File: src/rtl/tlpbw_pkg.sv
package tlpbw_pkg;

    typedef enum logic [1:0] {
        ST_IDLE  = 2'd0,
        ST_ARMED = 2'd1,
        ST_COUNT = 2'd2
    } tlpbw_state_e;

    typedef enum logic [1:0] {
        CMP_GT = 2'd0,
        CMP_GE = 2'd1,
        CMP_LT = 2'd2
    } tlpbw_cmp_e;

endpackage

File: src/rtl/tlpbw_target_match.sv
module tlpbw_target_match #(
    parameter int PORTS = 16,
    parameter int RID_W = 16,
    localparam int PORT_W = $clog2(PORTS)
) (
    input  logic              sel_rid,
    input  logic [PORTS-1:0]  port_mask,
    input  logic [RID_W-1:0]  cfg_rid,
    input  logic [PORT_W-1:0] port,
    input  logic [RID_W-1:0]  rid,
    output logic              hit
);
    logic [PORTS-1:0] port_hit;

    // one decoded slot per root port, gated by its bitmap bit
    for (genvar g = 0; g < PORTS; g++) begin : g_port
        assign port_hit[g] = port_mask[g] && (port == PORT_W'(g));
    end

    // exact requester-ID compare replaces the bitmap when selected
    assign hit = sel_rid ? (rid == cfg_rid) : (|port_hit);
endmodule

File: src/rtl/tlpbw_len_cmp.sv
module tlpbw_len_cmp
    import tlpbw_pkg::*;
#(
    parameter int LEN_W = 11,
    parameter int EXP_W = 4,
    localparam int CMP_W = ((LEN_W > (1 << EXP_W)) ? LEN_W : (1 << EXP_W)) + 1
) (
    input  logic             en,
    input  tlpbw_cmp_e       op,
    input  logic [EXP_W-1:0] lim_exp,
    input  logic [LEN_W-1:0] len,
    output logic             pass
);
    logic [CMP_W-1:0] lim;
    logic [CMP_W-1:0] len_x;

    always_comb begin
        lim   = CMP_W'(1) << lim_exp;
        len_x = CMP_W'(len);
        if (!en) begin
            pass = 1'b1;
        end else begin
            unique case (op)
                CMP_GT:  pass = len_x >  lim;
                CMP_GE:  pass = len_x >= lim;
                CMP_LT:  pass = len_x <  lim;
                default: pass = 1'b0;
            endcase
        end
    end
endmodule

File: src/rtl/tlpbw_sat_accum.sv
module tlpbw_sat_accum #(
    parameter int CNT_W = 48,
    parameter int ADD_W = 13
) (
    input  logic             clk,
    input  logic             rst_n,
    input  logic             clr,
    input  logic             add_en,
    input  logic [ADD_W-1:0] add_val,
    output logic [CNT_W-1:0] acc
);
    logic [CNT_W:0] sum;

    assign sum = {1'b0, acc} + (CNT_W + 1)'(add_val);

    always_ff @(posedge clk or negedge rst_n) begin
        if (!rst_n) begin
            acc <= '0;
        end else if (clr) begin
            acc <= '0;
        end else if (add_en) begin
            // clamp on carry out
            acc <= sum[CNT_W] ? '1 : sum[CNT_W-1:0];
        end
    end
endmodule

File: src/rtl/tlpbw_counter.sv
module tlpbw_counter
    import tlpbw_pkg::*;
#(
    parameter int PORTS = 16,
    parameter int RID_W = 16,
    parameter int LEN_W = 11,
    parameter int EXP_W = 4,
    parameter int CNT_W = 48,
    localparam int PORT_W = $clog2(PORTS),
    localparam int ADD_W  = LEN_W + 2
) (
    input  logic              clk,
    input  logic              rst_n,
    input  logic              cfg_start,
    input  logic              cfg_tgt_sel,
    input  logic [PORTS-1:0]  cfg_port_mask,
    input  logic [RID_W-1:0]  cfg_rid,
    input  logic              cfg_trig_en,
    input  logic              cfg_trig_mode,
    input  logic [EXP_W-1:0]  cfg_trig_exp,
    input  logic              cfg_thr_en,
    input  logic              cfg_thr_mode,
    input  logic [EXP_W-1:0]  cfg_thr_exp,
    input  logic              pkt_valid,
    input  logic [PORT_W-1:0] pkt_port,
    input  logic [RID_W-1:0]  pkt_rid,
    input  logic [LEN_W-1:0]  pkt_len,
    output logic [CNT_W-1:0]  byte_count,
    output logic              st_armed,
    output logic              st_counting
);
    tlpbw_state_e state_q, state_d;
    logic tgt_hit, trig_pass, thr_pass, fire, add_en;

    tlpbw_target_match #(.PORTS(PORTS), .RID_W(RID_W)) u_target (
        .sel_rid   (cfg_tgt_sel),
        .port_mask (cfg_port_mask),
        .cfg_rid   (cfg_rid),
        .port      (pkt_port),
        .rid       (pkt_rid),
        .hit       (tgt_hit)
    );

    // trigger compare, strict in both directions
    tlpbw_len_cmp #(.LEN_W(LEN_W), .EXP_W(EXP_W)) u_trig_cmp (
        .en      (cfg_trig_en),
        .op      (cfg_trig_mode ? CMP_LT : CMP_GT),
        .lim_exp (cfg_trig_exp),
        .len     (pkt_len),
        .pass    (trig_pass)
    );

    // threshold compare, inclusive in the upward direction
    tlpbw_len_cmp #(.LEN_W(LEN_W), .EXP_W(EXP_W)) u_thr_cmp (
        .en      (cfg_thr_en),
        .op      (cfg_thr_mode ? CMP_LT : CMP_GE),
        .lim_exp (cfg_thr_exp),
        .len     (pkt_len),
        .pass    (thr_pass)
    );

    assign fire = pkt_valid && !cfg_start && tgt_hit && trig_pass
                  && (state_q == ST_ARMED);

    // count in ST_COUNT or on the firing descriptor itself
    assign add_en = pkt_valid && !cfg_start && tgt_hit && thr_pass
                    && ((state_q == ST_COUNT) || fire);

    // state register
    always_ff @(posedge clk or negedge rst_n) begin
        if (!rst_n) state_q <= ST_IDLE;
        else        state_q <= state_d;
    end

    // next state
    always_comb begin
        state_d = state_q;
        if (cfg_start) begin
            state_d = ST_ARMED;
        end else begin
            unique case (state_q)
                ST_IDLE:  state_d = ST_IDLE;
                ST_ARMED: state_d = fire ? ST_COUNT : ST_ARMED;
                ST_COUNT: state_d = ST_COUNT;
                default:  state_d = ST_IDLE;
            endcase
        end
    end

    // outputs
    always_comb begin
        st_armed    = 1'b0;
        st_counting = 1'b0;
        unique case (state_q)
            ST_IDLE:  ;
            ST_ARMED: st_armed = 1'b1;
            ST_COUNT: st_counting = 1'b1;
            default:  ;
        endcase
    end

    tlpbw_sat_accum #(.CNT_W(CNT_W), .ADD_W(ADD_W)) u_accum (
        .clk     (clk),
        .rst_n   (rst_n),
        .clr     (cfg_start),
        .add_en  (add_en),
        .add_val ({pkt_len, 2'b00}),
        .acc     (byte_count)
    );

    a_r2_start_clears: assert property (@(posedge clk) disable iff (!rst_n)
        cfg_start |=> (byte_count == '0) && st_armed && !st_counting);

    a_r8_one_shot: assert property (@(posedge clk) disable iff (!rst_n)
        (st_counting && !cfg_start) |=> st_counting);

    a_r11_never_decreases: assert property (@(posedge clk) disable iff (!rst_n)
        !cfg_start |=> byte_count >= $past(byte_count));

    a_r12_idle_frozen: assert property (@(posedge clk) disable iff (!rst_n)
        (!st_armed && !st_counting && !cfg_start) |=>
            ($stable(byte_count) && !st_armed && !st_counting));

    a_r10_no_add_without_valid: assert property (@(posedge clk) disable iff (!rst_n)
        (!pkt_valid && !cfg_start) |=> $stable(byte_count));
endmodule

File: config.mk
export PLATFORM = sky130hd
export DESIGN_NAME = tlpbw_counter
export DESIGN_NICKNAME = d
export VERILOG_FILES = /design/src/rtl/tlpbw_pkg.sv /design/src/rtl/tlpbw_target_match.sv /design/src/rtl/tlpbw_len_cmp.sv /design/src/rtl/tlpbw_sat_accum.sv /design/src/rtl/tlpbw_counter.sv
export SDC_FILE = /design/constraint.sdc
export NUM_CORES = 1
export LEC_CHECK = 0
export ABC_AREA = 1
export CAP_MARGIN = 20
export CORE_AREA = 4 4 154 111
export DETAILED_ROUTE_END_ITERATION = 6
export DIE_AREA = 0 0 158 115
export PLACE_DENSITY = 0.6
export SLEW_MARGIN = 15
export SYNTH_ARGS = -nofsm -noshare
export SYNTH_HDL_FRONTEND = slang
export SYNTH_SLANG_ARGS = --single-unit
File: constraint.sdc
create_clock -name clk -period 2.9 [get_ports clk]
set_input_delay 0.58 -clock clk [delete_from_list [all_inputs] [get_ports clk]]
set_output_delay 0.58 -clock clk [all_outputs]
set_load 0.03 [all_outputs]
Word level (Yosys, flattened, before mapping)
Index checks and enable logic that the tools add are counted.

Equal/unequal tests: 22. Shift-type cells: 2. Bitwise operators: 0. Reduce and logical (&&, ||, !) cells: 29. Muxes and demuxes: 15. Div/mod/pow operators: 0. Order comparisons: 6. Multipliers: 0. Add/sub/neg operators: 1.

Operators with widths (count): $mux W48 (3); $add A48 B13 Y49 (1); $ge A11 B17 Y1 (2); $gt A11 B17 Y1 (2); $lt A11 B17 Y1 (2); $shl A1 B4 Y17 const A (2); $eq A4 B4 Y1 const B (8); $logic_and A1 B1 Y1 (22); $eq A16 B16 Y1 (1); $eq A4 B3 Y1 const B (4); $reduce_or A16 Y1 (1); $eq A4 B2 Y1 const B (2); $mux W2 (4); $eq A2 B1 Y1 const B (3); $eq A2 B2 Y1 const B (3); $pmux W1 S3 (2); $mux W1 (5); $eq A4 B1 Y1 const B (1); $logic_not A2 Y1 (2); $logic_not A4 Y1 (1); $pmux W2 S2 (1); $reduce_bool A2 Y1 (1); $logic_not A1 Y1 (1); $logic_or A1 B1 Y1 (1).

Memories: 0. Memory bits (read-only): 0. Bits of input ports: 80. Logic and storage cells: 77. Bits in writable memories: 0. Output and inout port bits: 50. Bits in registers: 50. Bits in latches: 0.

Logic depth before layout (Yosys ltp)
Gate-level depths: netlist of the first run.

Word-level depth: 11. Gate-level depth with buffers: 21. Mapped depth without buffers: 19.

Modules after synthesis
A second synthesis of the first run with hierarchy kept.

Cells, all modules: 1009. Area total of the unflattened synthesis: 5820.6 µm².

Modules (own cells, without submodules): tlpbw_sat_accum (times used 1, seq. area each 1201.2 µm², cells an instance 707, area an instance 4216.5 µm²); tlpbw_len_cmp (u_trig_cmp) (times used 1, seq. area each 0.0 µm², cells an instance 93, area an instance 521.8 µm²); tlpbw_target_match (times used 1, seq. area each 0.0 µm², cells an instance 103, area an instance 470.5 µm²); tlpbw_len_cmp (u_thr_cmp) (times used 1, seq. area each 0.0 µm², cells an instance 85, area an instance 460.4 µm²); tlpbw_counter (times used 1, seq. area each 50.0 µm², cells an instance 21, area an instance 151.4 µm²).

Least setup slack after synthesis of the first run
Ideal clock, no wire load.

Kind: input port to flip-flop. Start: input port cfg_thr_exp[3]. End: register u_accum.acc[15]. Cell stages on the path: 16. Required time: 2.781 ns. Data arrival time: 2.442 ns. Library setup time: 0.119 ns. Path slack: 0.339 ns. Buffers on the path: 3. Cells stage by stage: buf_2 nor2_1 nand2_1 ha_1 nand2_1 nor2_1 nor3b_1 nand3_1 nand4_1 nand2_1 a21oi_2 nand2_2 buf_6 buf_6 nand3_1 nand2_1.

Longest elaborated chain between the ends: 7.

Ends and longest elaborated chain: from (decl) (RTL line tlpbw_counter.sv:23) `input logic [EXP_W-1:0] cfg_thr_exp,`; $shl A1 B4 Y17 * (RTL line tlpbw_len_cmp.sv:18) `lim = CMP_W'(1) << lim_exp;`; $lt A11 B17 Y1 (tied with other cells) (RTL line tlpbw_len_cmp.sv:26) `CMP_LT: pass = len_x < lim;`; $pmux W1 S3 * (RTL line tlpbw_len_cmp.sv:23) `unique case (op)`; $mux W1 * (RTL line tlpbw_len_cmp.sv:20) `if (!en) begin`; $logic_and A1 B1 Y1 * (RTL line tlpbw_counter.sv:66) `assign add_en = pkt_valid && !cfg_start && tgt_hit && thr_pass`; $logic_and A1 B1 Y1 * (RTL line tlpbw_counter.sv:67) `&& ((state_q == ST_COUNT) || fire);`; $reduce_bool A2 Y1 (no line) *; to (signal assigned) (RTL line tlpbw_sat_accum.sv:23) `acc <= sum[CNT_W] ? '1 : sum[CNT_W-1:0];`; to (decl) (RTL line tlpbw_sat_accum.sv:10) `output logic [CNT_W-1:0] acc`.

Every way passes the cells marked *; elsewhere a longest branch is shown, timed or not. A chain may end at the register's enable or synchronous reset.

Worst setup path after layout of the first run
Start: input port pkt_len[0]. End: register u_accum.acc[37].

Longest elaborated chain between the ends: 8.

Ends and longest elaborated chain: from (decl) (RTL line tlpbw_counter.sv:27) `input logic [LEN_W-1:0] pkt_len,`; $lt A11 B17 Y1 (tied with other cells) (RTL line tlpbw_len_cmp.sv:26); $pmux W1 S3 (RTL line tlpbw_len_cmp.sv:23); $mux W1 (RTL line tlpbw_len_cmp.sv:20); $logic_and A1 B1 Y1 (RTL line tlpbw_counter.sv:62) `assign fire = pkt_valid && !cfg_start && tgt_hit && trig_pass`; $logic_and A1 B1 Y1 (RTL line tlpbw_counter.sv:63) `&& (state_q == ST_ARMED);`; $logic_or A1 B1 Y1 (RTL line tlpbw_counter.sv:67); $logic_and A1 B1 Y1 (RTL line tlpbw_counter.sv:67); $reduce_bool A2 Y1 (no line).

Several ways; a longest one is shown, not always the timed one. The select of a mux whose other input is x is not followed.

==> results by group, run 1 <==
Global route
  – Largest net degree at the start of global routing: 48
  – Global-route congestion overflow total: 0
  – Via count of the first global-routing pass: 6,153
  – Wire length of the first global-routing pass: 32,200 um
  – Total Routing Usage GR: 21.8%
  – Antenna violations before repair: 0

CTS
  – TritonCTS Sinks: 49
  – Bufs on Longest Clock Path: 2
  – Buffer count from post-CTS setup fixing: 0
  – CTS HTree Levels: 2
  – Hold buffers post-CTS: 0
  – CTS tree: done
  – Clock root cell: clkbuf_16
  – Clock-pin slew on the worst setup and hold paths: 0.07 ns
  – Number of buffers created by CTS: 5
  – Clock network latency to the later pin of the worst-skew pair: 0.30 ns

Timing
  – Highest attainable clock frequency: 0.361 GHz
  – Final critical path time including I/O delays and setup: 2.77 ns
  – Relative slew slack: 59.0%
  – Largest clock skew in the final design: 0.00336 ns
  – Number of failing setup endpoints in the final timing report: 0
  – Period utilization: 95.4%
  – Number of max-slew violations in the final report: 0
  – Hold Slack: 0.284 ns
  – Slew at the pin closest to its max-slew limit: 0.615 ns
  – Endpoints failing hold: 0

Place
  – Count of input and output buffers: 129
  – RD Place Congestion: 1.00
  – Detailed placement HPWL: 16,100 um

Synthesis
  – Primary FF master, synth: dfrtp_1
  – Synthesized area per cell: 6.12 um^2
  – Library cell with the largest summed area after synthesis: dfrtp_1
  – Sequential fraction of the synthesis area: 21.5%
  – Top area cells in the synthesized netlist: dfrtp_1 (21%), nand2_1 (19%), nand3_1 (14%)
  – Count of unique library cells instantiated by Yosys: 37
  – Net count after synthesis: 1,049
  – Yosys warning total: 0
  – Fraction of post-synthesis cell area in the top cell type by area: 21.5%
  – #FFs+latches synth: 49
  – Number of enable-type register cells in the synthesized netlist: 0
  – Total standard cell area after synthesis: 5710 um^2
  – Post-Synthesis Cells: 933
  – Async set-or-reset flop fraction in the synthesized netlist: 100%

Route
  – DR iter-0 viols: 635
  – Detailed-router iteration count before antenna repair: 5
  – Via/cell ratio: 5.09
  – DRC Markers: 0
  – Antenna Violating Nets Remaining: 0
  – Routed wire length: 20,800 um
  – Post-DR wirelength/cell: 15.6 um
  – Count of vias placed by the detailed router: 6,789

Worst setup path
  – Category of the most critical setup path: input pin to flip-flop
  – Critical Path Source Type: input pin
  – Data required time of the critical path: 3.09 ns
  – Arrival @ worst endpoint: 2.95 ns
  – Biggest fanout along the worst timing path: 9
  – Endpoint type of the worst setup path: flip-flop

Floorplanning
  – Initial core utilization: 36.9%
  – Chip Width: 158 um
  – Row Count: 38
  – Full die area: 18,200 um^2
  – Ports: 130
  – Core area: 15,500 um^2
  – Die boundary height: 115 um

Layout
  – Antenna diode count: 0
  – Layout area overhead: 45.3%
  – Multi-input combinational cell area: 4010 um^2
  – Seq. cell area: 1230 um^2
  – Fraction of final layout cells sized beyond drive strength 1: 15.5%
  – Final Net Count: 1,249
  – Number of inserted filler cells in the final layout: 1,509

Power
  – Worst ir drop on vdd: 251 uV
  – Leakage power summed over all cells: 4.09 nW
  – Total power: 1.95 mW
  – Power per cell area: 235 nW/um^2

Worst hold path
  – Type of the tightest min-delay check: input pin to asynchronous set/reset pin

Run
  – Count of max-cap constraint violations: 0

Outcome
  – Run status: complete, no violations
-- power by group --
part / internal, mW / total, mW / switching, mW
sequential: 0.685 / 0.687 / 0.00192
combinational: 0.237 / 0.479 / 0.242
clock: 0.494 / 0.786 / 0.293
-- timing repair --
| action | CTS | global route |
|---|---|---|
| resized for setup | 3 | 42 |
| endpoints found under the setup margin | 18 | 48 |
| cloned | 0 | 5 |
| pin swaps | 0 | 8 |
-- layout make-up --
class,instances,share of cell area (%)
clock buffers,5,1.51
multi-input cells,740,48.3
inverters,116,5.25
repair buffers,221,26.3
clock inverters,3,0.785
well taps,200,3.02
flip-flops and latches,49,14.8
-- cell families after synthesis --
family | count (synthesis) | synth area share, %
simple gates | 641 | 52.6
xor+xnor | 15 | 2.30
compound gates | 48 | 4.60
fa+ha+maj | 36 | 8.02
buf+inv | 144 | 11.0
flops | 49 | 21.5
-- flip-flops by register name (all words and copies together), names as in the netlist --
register / count
u_accum.acc: 47
state_q: 2
-- stage by stage --
step / area, um^2 / worst slack [ns] / utilization, % / TNS (ns) / std cells
after floorplan: 5710 / 0.339 / - / 0 / 933
after global placement: 7810 / -0.307 / 50.6 / -13.43 / 1321
after detailed placement: 7810 / -0.331 / 50.6 / -14.27 / 1321
after CTS: 8010 / 0.0167 / 51.8 / 0 / 1329
after global routing: 8290 / -0.0156 / 53.7 / -0.0596 / 1334
final: 8290 / 0.134 / 53.7 / 0 / 1334
-- cell usage after synthesis, types with 3 or more instances --
library cell	n
nand3_1	157
dfrtp_1	49
or2_2	3
nor2_1	96
nand2_1	282
nand3b_1	9
a21o_1	5
buf_6	4
buf_4	12
ha_1	35
o21ai_0	16
xnor2_1	9
inv_1	113
nor3_1	18
nand4_1	21
nor4_1	6
nand3_2	33
inv_2	3
xor2_1	6
nor2_2	4
a21oi_1	23
buf_2	10
-- worst max-delay path, stage by stage --
cell             delay (ns)
clkdlybuf4s50_1        0.44
ha_1                   0.24
fa_1                   0.40
nand3_1                0.10
nand2_1                0.14
nand2_1                0.10
nand2_1                0.07
nand3_1                0.13
nand2_2                0.15
nand3_4                0.14
buf_4                  0.19
nand3_1                0.10
nand3_1                0.10
nand2_1                0.07
-- worst paths after layout --
path	start	to	slack [ns]	cells past startpoint
max	pkt_len[0]	u_accum.acc[37]	0.13	14
min	rst_n	u_accum.acc[5]	0.28	1
max reg2reg	u_accum.acc[2]	u_accum.acc[37]	0.45	13
min reg2reg	u_accum.acc[0]	u_accum.acc[0]	0.54	2
max in group asynchronous	rst_n	u_accum.acc[18]	2.04	2
min in group clk	u_accum.acc[0]	u_accum.acc[0]	0.54	2
-- layer usage --
metal	wire (um)	GRT usage, %	vias to the layer above	part of all wire (%)
li1	-	-	3450	-
met1	10500	34.9	3067	50
met2	8280	30.4	259	40
met3	1900	5.23	13	9.2
met4	110	2.22	0	0.53
met5	0	0	-	0
-- placed cells by master, fill, tap and decap left out, drive strengths merged, types with 9 or more instances in the layout --
cell           synthesis  final
o21ai                 18     18
nor2                 101    101
nand2                284    284
clkbuf                 1     10
nand3                190    190
nand3b                 9      9
a21oi                 24     24
dfrtp                 49     49
buf                   27     89
ha                    35     35
nor3                  20     20
clkdlybuf4s50          0    119
xnor2                  9      9
nand4                 21     21
inv                  116    116
Note: power is estimated with default switching activity, not from simulation.
==> run 2, diff against run 1 <==
--- a/config.mk
+++ b/config.mk
@@ -6,11 +6,10 @@
 export NUM_CORES = 1
 export LEC_CHECK = 0
 export ABC_AREA = 1
-export CAP_MARGIN = 20
-export CORE_AREA = 4 4 154 111
+export CORE_AREA = 4 4 131 95
 export DETAILED_ROUTE_END_ITERATION = 6
-export DIE_AREA = 0 0 158 115
-export PLACE_DENSITY = 0.6
+export DIE_AREA = 0 0 135 99
+export PLACE_DENSITY = 0.8
 export SLEW_MARGIN = 15
 export SYNTH_ARGS = -nofsm -noshare
 export SYNTH_HDL_FRONTEND = slang
==> results by group, run 2 (synthesized netlist as in run 1, its figures left out) <==
Timing
  – Highest attainable clock frequency: 0.359 GHz (-0.66%)
  – Relative slew slack: 59.0% (about the same)
  – Endpoints failing hold: 0 (unchanged)
  – Slew at the pin closest to its max-slew limit: 0.615 ns (-0.000490 ns)
  – Number of max-slew violations in the final report: 0 (unchanged)
  – Final critical path time including I/O delays and setup: 2.78 ns (+0.0183 ns)
  – Number of failing setup endpoints in the final timing report: 0 (unchanged)
  – Largest clock skew in the final design: 0.00669 ns (+0.00333 ns)
  – Period utilization: 96.0% (+0.63 points)

Global route
  – Antenna violations before repair: 0 (unchanged)
  – Met3 global-route usage: 8.83% (+3.6 points)
  – Via count of the first global-routing pass: 6,339 (+3.0%)
  – Met1 Use GR: 43.1% (+8.2 points)
  – Wire length of the first global-routing pass: 31,300 um (-2.7%)
  – Met2 routing resource usage after global routing: 40.2% (+9.8 points)
  – Total Routing Usage GR: 28.6% (+6.8 points)
  – Largest net degree at the start of global routing: 27 (-44%)
  – GRT busiest layer: met1
  – Global-route congestion overflow total: 0 (unchanged)

Floorplanning
  – Die boundary height: 99 um (-14%)
  – Ports: 130 (unchanged)
  – Row Count: 32 (-16%)
  – Full die area: 13,400 um^2 (-26%)
  – Core area: 11,000 um^2 (-29%)
  – Initial core utilization: 51.8% (+15 points)
  – Chip Width: 135 um (-15%)

CTS
  – Clock root cell: clkbuf_16
  – Number of buffers created by CTS: 5 (unchanged)
  – TritonCTS Sinks: 49 (unchanged)
  – Clock-pin slew on the worst setup and hold paths: 0.07 ns (about the same)
  – CTS tree: done
  – Clock network latency to the later pin of the worst-skew pair: 0.30 ns (about the same)
  – CTS HTree Levels: 2 (unchanged)
  – Bufs on Longest Clock Path: 2 (unchanged)

Route
  – DR iter-0 viols: 804 (+27%)
  – Detailed-router iteration count before antenna repair: 5 (unchanged)
  – Antenna Violating Nets Remaining: 0 (unchanged)
  – Routed wire length: 21,100 um (+1.8%)
  – Via/cell ratio: 5.65 (+11%)
  – Post-DR wirelength/cell: 16.4 um (+5.4%)
  – DRC Markers: 0 (unchanged)
  – Count of vias placed by the detailed router: 7,279 (+7.2%)

Worst setup path
  – Endpoint type of the worst setup path: flip-flop
  – Critical Path Source Type: input pin
  – Worst path most repeated cell: nand2_1
  – Category of the most critical setup path: input pin to flip-flop
  – Arrival @ worst endpoint: 3.02 ns (+0.07 ns)
  – Slowest cell delay on critical path: 0.31 ns (-0.13 ns)
  – Cells along the critical path: dlygate4sd2_1 > inv_1 > nor2_1 > nand2_1 > ha_1 > nand2_1 > nor2_2 > nor3b_2 > nand3_1 > nand4_1 > nand2_1 > a21oi_4 > buf_12 > clkbuf_16 > nand3_1 > nand2_1
  – Data required time of the critical path: 3.14 ns (+0.05 ns)
  – Slowest library cell on the worst path: dlygate4sd2_1
  – Biggest fanout along the worst timing path: 8 (-1)

Layout
  – Fraction of final layout cells sized beyond drive strength 1: 15.9% (+0.43 points)
  – Final Net Count: 1,250 (+0.080%)
  – Most frequent cells in the layout: nand2_1 (277), nand3_1 (155), clkdlybuf4s50_1 (120), inv_1 (110), nor2_1 (89)
  – Most common library cell in the layout ignoring fill and taps: nand2_1
  – Largest reg by FF count: u_accum.acc
  – Regs by FF count: u_accum.acc x47, state_q x2
  – Fin cells: 1,288 (-3.4%)
  – Number of inserted filler cells in the final layout: 862 (-43%)
  – Layout area overhead: 45.5%
  – Antenna diode count: 0 (unchanged)
  – Final core area utilization: 75.4% (+22 points)
  – Largest register FFs: 47 (unchanged)

Place
  – Detailed placement HPWL: 15,700 um (-2.6%)
  – RD Place Congestion: 1.04 (+3.9%)
  – Count of input and output buffers: 129 (unchanged)
  – Cell total after placement: 1,272 (-3.7%)

Run
  – Count of max-cap constraint violations: 0 (unchanged)

Power
  – Leakage power summed over all cells: 4.10 nW (+0.12%)
  – Worst ir drop on vdd: 211 uV (-16%)
  – Power per cell area: 219 nW/um^2 (-6.8%)

Outcome
  – Run status: complete, no violations

Worst hold path
  – Type of the tightest min-delay check: input pin to asynchronous set/reset pin
[run 2: metrics by stage]
step | hold slack, ns | cell area (um^2) | setup slack [ns] | TNS [ns] | power [mW]
final | 0.287 | 8300 | 0.115 | 0 | 1.82
after global routing | 0.338 | 8300 | -0.0501 | -1.10 | 1.90
after CTS | 0.306 | 7920 | 0.00554 | 0 | 1.78
after detailed placement | 0.506 | 7750 | -0.354 | -14.74 | 1.15
after global placement | 0.502 | 7750 | -0.296 | -13.05 | 1.14
after floorplan | 0.284 | 5710 | 0.339 | 0 | 0.908
[run 2: timing repair]
action | in CTS | in global routing
buffers inserted | 0 | 0
endpoints found under the hold margin | 0 | 0
pin swaps | 2 | 6
gates resized for setup | 4 | 44
gates cloned | 0 | 8
setup endpoints to repair | 33 | 48
hold buffers | 0 | 0
[run 2: path summary, 6_finish.rpt]
| path | cells past startpoint | slack, ns | endpoint | startpoint |
|---|---|---|---|---|
| max in group asynchronous | 2 | 1.85 | u_accum.acc[18] | rst_n |
| hold / removal | 1 | 0.29 | u_accum.acc[30] | rst_n |
| setup / recovery | 16 | 0.12 | u_accum.acc[43] | cfg_thr_exp[0] |
| setup reg to reg | 13 | 0.46 | u_accum.acc[18] | u_accum.acc[2] |
| hold reg to reg | 2 | 0.53 | u_accum.acc[0] | u_accum.acc[0] |
| min in group clk | 2 | 0.53 | u_accum.acc[0] | u_accum.acc[0] |
[run 2: final cells by class]
type	count	area, um^2	share of cell area, %
multi-input cells	740	4040	48.7
repair buffers	222	2250	27.1
flip-flops and latches	49	1230	14.8
inverters	116	435	5.24
well taps	153	191	2.31
clock buffers	7	153	1.84
clock inverters	1	5.00	0.0603
[run 2: metal layers]
layer  vias to the layer above  routed length [um]
li1                       3459                   -
met1                      3274                9100
met4                         2                 361
met2                       492                8750
met5                         -                  64
met3                        52                2840
[run 2: where the power goes]
part,switching (mW),total (mW),internal [mW]
Combinational,0.251,0.499,0.248
Sequential,0.00187,0.687,0.685
Clock,0.270,0.636,0.366
Total,0.523,1.82,1.30
[run 2: worst max-delay path, delay by kind of cell]
kind            cells  cell delay, ns
simple gates       10            1.16
compound gates      1            0.25
fa+ha+maj           1            0.28
buf+inv             4            0.74
